--- src/rtl/mtq_pkg.sv ---
// Shared types for the miss target queue.
// Assumes one operation per cycle, chosen by the op code.
package mtq_pkg;

    typedef enum logic [1:0] {
        SRC_CPU   = 2'd0,
        SRC_CACHE = 2'd1,
        SRC_SNOOP = 2'd2,
        SRC_PREF  = 2'd3
    } src_e;

    typedef enum logic [2:0] {
        OP_IDLE     = 3'd0,
        OP_ADD      = 3'd1,
        OP_PROM_RD  = 3'd2,
        OP_PROM_ALL = 3'd3,
        OP_START    = 3'd4,
        OP_RESP     = 3'd5,
        OP_RESP_INV = 3'd6
    } op_e;

    typedef struct packed {
        src_e src;
        logic writable;
        logic maint;
        logic alloc;
        logic upgrade;
    } attr_t;

endpackage

--- src/rtl/mtq_promote_sel.sv ---
// Counts how many deferred targets a promotion moves.
// It walks from the deferred head and stops at the first target that fails
// the condition or when the active list has no room left.
// Assumes blk[i] is valid only for i < def_cnt.
module mtq_promote_sel #(
    parameter int DEPTH = 4,
    parameter int CNT_W = $clog2(DEPTH + 1)
) (
    input  logic [DEPTH-1:0] blk,
    input  logic [CNT_W-1:0] def_cnt,
    input  logic [CNT_W-1:0] act_cnt,
    input  logic             only_readable,
    output logic [CNT_W-1:0] prom_n
);
    int  n;
    logic stop;

    // Scan from the head, counting the run of entries that may move.
    always_comb begin
        n    = 0;
        stop = 1'b0;
        for (int i = 0; i < DEPTH; i++) begin
            if (!stop && (i < int'(def_cnt)) && (n < DEPTH - int'(act_cnt)) &&
                !(only_readable && blk[i])) begin
                n = n + 1;
            end else begin
                stop = 1'b1;
            end
        end
        prom_n = CNT_W'(n);
    end
endmodule

--- src/rtl/mtq_resp_sel.sv ---
// Picks the active slots that a response serves.
// A plain response serves all occupied slots. A response with invalidate
// serves only the oldest CPU target and every snoop target.
module mtq_resp_sel #(
    parameter int DEPTH = 4,
    parameter int CNT_W = $clog2(DEPTH + 1)
) (
    input  logic [DEPTH-1:0] is_cpu,
    input  logic [DEPTH-1:0] is_snoop,
    input  logic [CNT_W-1:0] act_cnt,
    input  logic             inval,
    output logic [DEPTH-1:0] serve
);
    logic found;

    // Mark the served slots in order, so that only one CPU target is taken.
    always_comb begin
        serve = '0;
        found = 1'b0;
        for (int i = 0; i < DEPTH; i++) begin
            if (i < int'(act_cnt)) begin
                if (!inval || is_snoop[i]) begin
                    serve[i] = 1'b1;
                end else if (is_cpu[i] && !found) begin
                    serve[i] = 1'b1;
                    found    = 1'b1;
                end
            end
        end
    end
endmodule

--- src/rtl/mtq_flags.sv ---
// Summary flags: the OR of each attribute over the occupied active slots.
module mtq_flags #(
    parameter int DEPTH = 4,
    parameter int CNT_W = $clog2(DEPTH + 1)
) (
    input  logic [DEPTH-1:0] wr,
    input  logic [DEPTH-1:0] up,
    input  logic [DEPTH-1:0] al,
    input  logic [DEPTH-1:0] fc,
    input  logic [CNT_W-1:0] act_cnt,
    output logic             f_wr,
    output logic             f_up,
    output logic             f_al,
    output logic             f_fc
);
    // Reduce each attribute over the occupied prefix of the list.
    always_comb begin
        f_wr = 1'b0;
        f_up = 1'b0;
        f_al = 1'b0;
        f_fc = 1'b0;
        for (int i = 0; i < DEPTH; i++) begin
            if (i < int'(act_cnt)) begin
                f_wr = f_wr | wr[i];
                f_up = f_up | up[i];
                f_al = f_al | al[i];
                f_fc = f_fc | fc[i];
            end
        end
    end
endmodule

--- src/rtl/miss_target_queue.sv ---
// Target lists for one outstanding miss: an active list and a deferred list.
// Each list is an ordered array with slot 0 as its head. The block takes one
// operation per cycle. It tracks which targets have had their upstream
// pending clear issued, so that the clear for a target happens only once.
// Assumes DEPTH >= 2. Synchronous active-low reset.
module miss_target_queue
    import mtq_pkg::*;
#(
    parameter int DEPTH = 4,
    parameter int TAG_W = 4,
    localparam int CNT_W = $clog2(DEPTH + 1),
    localparam int TOT_W = $clog2(2 * DEPTH + 1)
) (
    input  logic                   clk,
    input  logic                   rst_n,
    input  logic [2:0]             op,
    input  logic [TAG_W-1:0]       add_tag,
    input  logic [1:0]             add_src,
    input  logic                   add_writable,
    input  logic                   add_maint,
    input  logic                   add_alloc,
    input  logic                   add_upgrade,
    input  logic                   add_defer,
    output logic                   add_stall,
    output logic [CNT_W-1:0]       act_cnt,
    output logic [CNT_W-1:0]       def_cnt,
    output logic [TOT_W-1:0]       tgt_total,
    output logic [DEPTH*TAG_W-1:0] act_tags,
    output logic                   flag_writable,
    output logic                   flag_upgrade,
    output logic                   flag_alloc,
    output logic                   flag_from_cache,
    output logic [CNT_W-1:0]       clr_cnt,
    output logic [DEPTH-1:0]       svc_mask
);
    localparam int IDX_W = $clog2(DEPTH);

    op_e        op_q;
    attr_t      new_attr;
    attr_t      a_attr [DEPTH];
    attr_t      d_attr [DEPTH];
    logic [TAG_W-1:0] a_tag [DEPTH];
    logic [TAG_W-1:0] d_tag [DEPTH];
    logic [DEPTH-1:0] a_pend;
    logic             in_svc;

    attr_t      n_a_attr [DEPTH];
    attr_t      n_d_attr [DEPTH];
    logic [TAG_W-1:0] n_a_tag [DEPTH];
    logic [TAG_W-1:0] n_d_tag [DEPTH];
    logic [DEPTH-1:0] n_a_pend;
    logic             n_in_svc;
    logic [CNT_W-1:0] n_act_cnt, n_def_cnt, n_clr, prom_n;
    logic [DEPTH-1:0] n_mask, serve, d_blk, a_cpu, a_snp, a_wr, a_up, a_al, a_fc;

    assign op_q     = op_e'(op);
    assign new_attr = '{src: src_e'(add_src), writable: add_writable,
                        maint: add_maint, alloc: add_alloc, upgrade: add_upgrade};

    // Refuse an add whose chosen list is full.
    assign add_stall = (op_q == OP_ADD) &&
                       (add_defer ? (def_cnt == CNT_W'(DEPTH)) : (act_cnt == CNT_W'(DEPTH)));

    // Split the per-slot attributes out for the selection helpers.
    generate
        for (genvar g = 0; g < DEPTH; g++) begin : g_slot
            assign d_blk[g] = d_attr[g].maint | d_attr[g].writable;
            assign a_cpu[g] = (a_attr[g].src == SRC_CPU);
            assign a_snp[g] = (a_attr[g].src == SRC_SNOOP);
            assign a_fc[g]  = (a_attr[g].src == SRC_CACHE);
            assign a_wr[g]  = a_attr[g].writable;
            assign a_up[g]  = a_attr[g].upgrade;
            assign a_al[g]  = a_attr[g].alloc;
            assign act_tags[g*TAG_W +: TAG_W] = a_tag[g];
        end
    endgenerate

    mtq_promote_sel #(.DEPTH(DEPTH), .CNT_W(CNT_W)) u_prom (
        .blk(d_blk), .def_cnt(def_cnt), .act_cnt(act_cnt),
        .only_readable(op_q == OP_PROM_RD), .prom_n(prom_n));

    mtq_resp_sel #(.DEPTH(DEPTH), .CNT_W(CNT_W)) u_resp (
        .is_cpu(a_cpu), .is_snoop(a_snp), .act_cnt(act_cnt),
        .inval(op_q == OP_RESP_INV), .serve(serve));

    mtq_flags #(.DEPTH(DEPTH), .CNT_W(CNT_W)) u_flags (
        .wr(a_wr), .up(a_up), .al(a_al), .fc(a_fc), .act_cnt(act_cnt),
        .f_wr(flag_writable), .f_up(flag_upgrade), .f_al(flag_alloc),
        .f_fc(flag_from_cache));

    assign tgt_total = TOT_W'(act_cnt) + TOT_W'(def_cnt);

    int s;
    int w;
    int c;

    // Next-state of both lists for the current operation.
    always_comb begin
        n_a_attr  = a_attr;
        n_a_tag   = a_tag;
        n_a_pend  = a_pend;
        n_d_attr  = d_attr;
        n_d_tag   = d_tag;
        n_act_cnt = act_cnt;
        n_def_cnt = def_cnt;
        n_in_svc  = in_svc;
        n_clr     = '0;
        n_mask    = '0;
        s = 0;
        w = 0;
        c = 0;
        case (op_q)
            OP_ADD: begin
                if (!add_stall) begin
                    if (add_defer) begin
                        n_d_attr[def_cnt[IDX_W-1:0]] = new_attr;
                        n_d_tag[def_cnt[IDX_W-1:0]]  = add_tag;
                        n_def_cnt = def_cnt + 1'b1;
                    end else begin
                        n_a_attr[act_cnt[IDX_W-1:0]] = new_attr;
                        n_a_tag[act_cnt[IDX_W-1:0]]  = add_tag;
                        n_a_pend[act_cnt[IDX_W-1:0]] = in_svc;
                        n_act_cnt = act_cnt + 1'b1;
                        n_clr     = CNT_W'(in_svc);
                    end
                end
            end
            OP_PROM_RD, OP_PROM_ALL: begin
                for (int i = 0; i < DEPTH; i++) begin
                    s = i - int'(act_cnt);
                    if (s >= 0 && s < int'(prom_n)) begin
                        n_a_attr[i] = d_attr[IDX_W'(s)];
                        n_a_tag[i]  = d_tag[IDX_W'(s)];
                        n_a_pend[i] = in_svc;
                    end
                    if (i + int'(prom_n) < DEPTH) begin
                        n_d_attr[i] = d_attr[IDX_W'(i + int'(prom_n))];
                        n_d_tag[i]  = d_tag[IDX_W'(i + int'(prom_n))];
                    end
                end
                n_act_cnt = act_cnt + prom_n;
                n_def_cnt = def_cnt - prom_n;
                n_clr     = in_svc ? prom_n : '0;
            end
            OP_START: begin
                for (int i = 0; i < DEPTH; i++) begin
                    if (i < int'(act_cnt) && !a_pend[i]) begin
                        c = c + 1;
                        n_a_pend[i] = 1'b1;
                    end
                end
                n_clr    = CNT_W'(c);
                n_in_svc = 1'b1;
            end
            OP_RESP, OP_RESP_INV: begin
                n_mask = serve;
                for (int i = 0; i < DEPTH; i++) begin
                    if (i < int'(act_cnt) && !serve[i]) begin
                        n_a_attr[IDX_W'(w)] = a_attr[i];
                        n_a_tag[IDX_W'(w)]  = a_tag[i];
                        n_a_pend[IDX_W'(w)] = a_pend[i];
                        w = w + 1;
                    end
                end
                n_act_cnt = CNT_W'(w);
                if (op_q == OP_RESP) begin
                    n_in_svc = 1'b0;
                end
            end
            default: ;
        endcase
    end

    // State registers with synchronous reset.
    always_ff @(posedge clk) begin
        if (!rst_n) begin
            for (int i = 0; i < DEPTH; i++) begin
                a_attr[i] <= '0;
                d_attr[i] <= '0;
                a_tag[i]  <= '0;
                d_tag[i]  <= '0;
            end
            a_pend   <= '0;
            act_cnt  <= '0;
            def_cnt  <= '0;
            in_svc   <= 1'b0;
            clr_cnt  <= '0;
            svc_mask <= '0;
        end else begin
            a_attr   <= n_a_attr;
            d_attr   <= n_d_attr;
            a_tag    <= n_a_tag;
            d_tag    <= n_d_tag;
            a_pend   <= n_a_pend;
            act_cnt  <= n_act_cnt;
            def_cnt  <= n_def_cnt;
            in_svc   <= n_in_svc;
            clr_cnt  <= n_clr;
            svc_mask <= n_mask;
        end
    end

    AST_ADD_GROWS: assert property (@(posedge clk) disable iff (!rst_n)
        (op_q == OP_ADD && !add_stall && !add_defer) |=> act_cnt == $past(act_cnt) + 1'b1);
    AST_STALL_HOLD: assert property (@(posedge clk) disable iff (!rst_n)
        (op_q == OP_ADD && add_stall) |=> ($stable(act_cnt) && $stable(def_cnt)));
    AST_PROM_KEEPS_TOTAL: assert property (@(posedge clk) disable iff (!rst_n)
        (op_q == OP_PROM_RD || op_q == OP_PROM_ALL) |=> tgt_total == $past(tgt_total));
    AST_RESP_DRAINS: assert property (@(posedge clk) disable iff (!rst_n)
        (op_q == OP_RESP) |=> act_cnt == '0);
    AST_INV_SHRINK: assert property (@(posedge clk) disable iff (!rst_n)
        (op_q == OP_RESP_INV) |=> int'(act_cnt) == int'($past(act_cnt)) - $countones(svc_mask));
    AST_CLR_BOUND: assert property (@(posedge clk) disable iff (!rst_n)
        clr_cnt <= act_cnt);
endmodule

--- config.mk ---
export PLATFORM = sky130hd
export DESIGN_NAME = miss_target_queue
export DESIGN_NICKNAME = d
export VERILOG_FILES = /design/src/rtl/mtq_pkg.sv /design/src/rtl/mtq_promote_sel.sv /design/src/rtl/mtq_resp_sel.sv /design/src/rtl/mtq_flags.sv /design/src/rtl/miss_target_queue.sv
export SDC_FILE = /design/constraint.sdc
export NUM_CORES = 1
export LEC_CHECK = 0
export ABC_AREA = 1
export ABC_CLOCK_PERIOD_IN_PS = 8600
export BUFFER_PORTS_ARGS = -buffer_cell sky130_fd_sc_hd__buf_2
export CORE_ASPECT_RATIO = 0.6
export CORE_MARGIN = 8
export CORE_UTILIZATION = 55
export CTS_CLUSTER_DIAMETER = 150
export DETAILED_ROUTE_END_ITERATION = 12
export GPL_TIMING_DRIVEN = 0
export PLACE_DENSITY = 0.74
export SYNTH_ARGS = -nofsm -noshare
export SYNTH_HDL_FRONTEND = slang
export SYNTH_SLANG_ARGS = --single-unit
--- constraint.sdc ---
create_clock -name clk -period 8.6 [get_ports clk]
set_input_delay 0.43 -clock clk [delete_from_list [all_inputs] [get_ports clk]]
set_output_delay 0.43 -clock clk [all_outputs]
set_load 0.01 [all_outputs]
==> out/qor.tcl <==
set qor(antenna_violations_before_repair) 1
set qor(crit_path_start_kind) {flop}
set qor(min-delay-path-class) {primary input to flop}
set qor(die-height_um) 113
set qor(floorplan.initialDensity_pct) 56.0
set qor(synthDominantAreaCellType) {sky130_fd_sc_hd__dfxtp_1}
set qor(run_status) {completed}
set qor(reg2reg_from) {act_cnt[1]$_SDFFE_PN0P_}
set qor(synth_cells) 1450
set qor(slew_headroom_pct) 35.5
set qor(grt_first_pass_wirelength_um) 50700
set qor(antennaDiodeCount) 0
set qor(fin_area_um2) 9420
set qor(leakage_nw) 4.10
set qor(synth_async_sr_flop_share_pct) 0
set qor(area_growth_pct) 9.71
set qor(unrepaired_setup_endpoints_after_global_routing) {false}
set qor(irDropWorstVdd_mv) 0.117
set qor(uppermost_signal_routing_layer_after_detailed_routing) {met5}
set qor(min_delay_path_depth) 4
set qor(finalNetCount) 1575
set qor(timing.final.crit_period_ns) 8.10
set qor(worstSetupEndpointType) {flop}
set qor(clock.fmax_mhz) 123
set qor(area_after_dpl_um2) 9100
set qor(hold_buf_count_cts) 0
set qor(grt_remaining_overflow) 0
set qor(tritoncts.num_buffers) 9
set qor(timing.setup.tns_ns) 0
set qor(syn-cell-area_um2) 8580
set qor(worst-r2r-cell-count) 32
set qor(post-cts-setup-buffer-count) 0
set qor(final.period_utilization_pct) 94.2
set qor(totalPowerFinal_mw) 1.80
set qor(final_hold_vios) 0
set qor(clkTransAtPathRegs_ns) 0.08
set qor(synthTopCellsByArea) {sky130_fd_sc_hd__dfxtp_1 (22%), sky130_fd_sc_hd__nand2_1 (17%), sky130_fd_sc_hd__nor2_1 (8.0%)}
set qor(clock_network_latency_to_the_later_pin_of_the_worst_skew_pair_ns) 0.36
set qor(path_class) {flop to flop}
set qor(place_congestion) 0.994
set qor(fp-row-count) 35
set qor(r2r_setup_slack_ns) 0.50
set qor(route.met3.wl_um) 5300
set qor(slowest_delay_ns) 0.58
set qor(yosys_warnings) 0
set qor(whs_endpoint) {clr_cnt[0]$_SDFF_PN0_}
set qor(final-max-slew-violation-count) 0
set qor(crit_top_cell) {sky130_fd_sc_hd__ha_1}
set qor(grt_pass1_vias) 9227
set qor(synthMostInstantiatedCell) {sky130_fd_sc_hd__nand2_1}
set qor(die_w_um) 177
set qor(post-dp-hpwl_um) 26100
set qor(layout.cells.non_filler) 1722
set qor(synthFlopType) {sky130_fd_sc_hd__dfxtp_1}
set qor(capture_instance_of_the_worst_register_to_register_path) {a_attr[22]$_SDFFE_PN0P_}
set qor(placement.io_buffers) 53
set qor(setup_violations) 0
set qor(final_ant_viol_nets) 0
set qor(firstDrtPassIters) 6
set qor(cts_buffer_depth) 2
set qor(grt_max_degree) 18
set qor(synth_fp_nets) 1511
set qor(synth.distinct_cells) 52
set qor(power_density_nw_per_um2) 191
set qor(critPathRequiredTime_ns) 8.88
set qor(worst_slew_pin_slew_ns) 0.967
set qor(count_of_flip_flops_with_a_built_in_enable_after_synthesis) 0
set qor(ctsRootBufferMaster) {sky130_fd_sc_hd__clkbuf_16}
set qor(met2_length_um) 12000
set qor(synth_sequential_area_ratio_pct) 21.9
set qor(groute.usage.overall_pct) 31.9
set qor(synth-seq-cells) 94
set qor(cts_tree) {done}
set qor(maxCapViolCount) 0
set qor(postCtsResizedCells) 0
set qor(timing.clock.skew_ns) 0.0112
set qor(finalWirelength_um) 32700
set qor(finalHoldWorstSlack_ns) 0.417
set qor(drive_above_1_share_pct) 9.94
set qor(crit_start) {act_cnt[1]$_SDFFE_PN0P_}
set qor(core_area_um2) 15300
set qor(ios) 54
set qor(drcViolationCount) 0
set qor(hold_start) {add_defer}
set qor(cp_data_arrival_time_ns) 8.38
set qor(route.detailed.wl_per_inst_um) 19.0
set qor(route.detailed.vias_per_inst) 6.15
set qor(met1Wirelength_um) 14700
set qor(clock_sink_count) 94
set qor(cp_max_fo) 17
set qor(place_inst) 1706
set qor(synthesis.area_per_instance_um2) 5.92
set qor(die_area_um2) 20000
set qor(dr_total_vias) 10600
set qor(initialDrtViolationCount) 1688
set qor(synth.top_cell.area_share_pct) 21.9
set qor(cpMaxStageDelayCell) {sky130_fd_sc_hd__a2111oi_1}
set qor(post_synth_most_frequent_cells) {sky130_fd_sc_hd__nand2_1 (382), sky130_fd_sc_hd__nor2_1 (183), sky130_fd_sc_hd__inv_1 (121)}
set qor(htreeDepth) 3
==> worst max-delay path: cells and delay by family (launching register included) <==
| kind | cells | cell delay, ns |
|---|---|---|
| compound gates | 7 | 2.02 |
| fa+ha+maj | 6 | 1.47 |
| buf+inv | 10 | 2.83 |
| flops | 1 | 0.52 |
| simple gates | 9 | 1.14 |
==> logic make-up (layout without fill, tap and decap cells) <==
kind of cell / Yosys count / after routing / share of synthesized area [%]
compound gates: 357 / 357 / 24.1
xor+xnor: 6 / 6 / 0.612
fa+ha+maj: 45 / 45 / 6.82
buf+inv: 217 / 286 / 10.7
flops: 94 / 94 / 21.9
simple gates: 731 / 731 / 35.9
==> placed cells by master (no fill, tap or decap), types with 47 or more instances in the layout <==
cell type,n
sky130_fd_sc_hd__a21oi_1,92
sky130_fd_sc_hd__buf_2,65
sky130_fd_sc_hd__clkbuf_1,48
sky130_fd_sc_hd__dfxtp_1,94
sky130_fd_sc_hd__inv_1,121
sky130_fd_sc_hd__nand2_1,382
sky130_fd_sc_hd__nand3_1,120
sky130_fd_sc_hd__nor2_1,183
sky130_fd_sc_hd__o21ai_0,120
sky130_fd_sc_hd__o21ai_1,47
==> routing by layer <==
layer	up-vias	track usage, %
met5	-	2.86
met4	4	7.85
met1	4761	48.4
met2	810	41.3
met3	75	10.2
li1	4933	-
==> power breakdown <==
group          switching (mW)  internal, mW
Sequential             0.0525         0.480
Combinational           0.570         0.259
Clock                   0.206         0.231
==> metrics by stage <==
step | worst slack (ns) | utilization [%]
final | 0.502 | 61.4
after global routing | 0.0439 | 61.4
after detailed placement | 0.300 | 59.4
after CTS | 0.259 | 61.4
after floorplan | 2.02 | -
after global placement | 0.548 | 59.4
==> final cells by class <==
type	count	area (um2)
fillers	1537	5910
inverters	137	517
well taps	203	254
clock inverters	6	73.8
plain buffers	80	399
flip-flops and latches	94	1880
multi-input cells	1139	5800
clock buffers	10	229
repair buffers	53	265
==> worst max path at each step <==
stage          slack [ns]  cells after the start                      end
2_1_floorplan        2.02                     32  a_attr[22]$_SDFFE_PN0P_
3_3_place_gp         0.55                     32  a_attr[22]$_SDFFE_PN0P_
3_5_place_dp         0.30                     32  a_attr[22]$_SDFFE_PN0P_
4_1_cts              0.26                     32  a_attr[22]$_SDFFE_PN0P_
5_1_grt              0.04                     32  a_attr[22]$_SDFFE_PN0P_
6_report             0.50                     32  a_attr[22]$_SDFFE_PN0P_
==> sequential cells by signal, indices dropped and copies added (netlist names) <==
name      count
def_cnt       3
a_attr       16
d_attr       24
act_cnt       3
act_tags     16
a_pend        4
clr_cnt       3
svc_mask      4
a_al          4
in_svc        1
d_tag        16
Power figures use the tool's default switching activity.
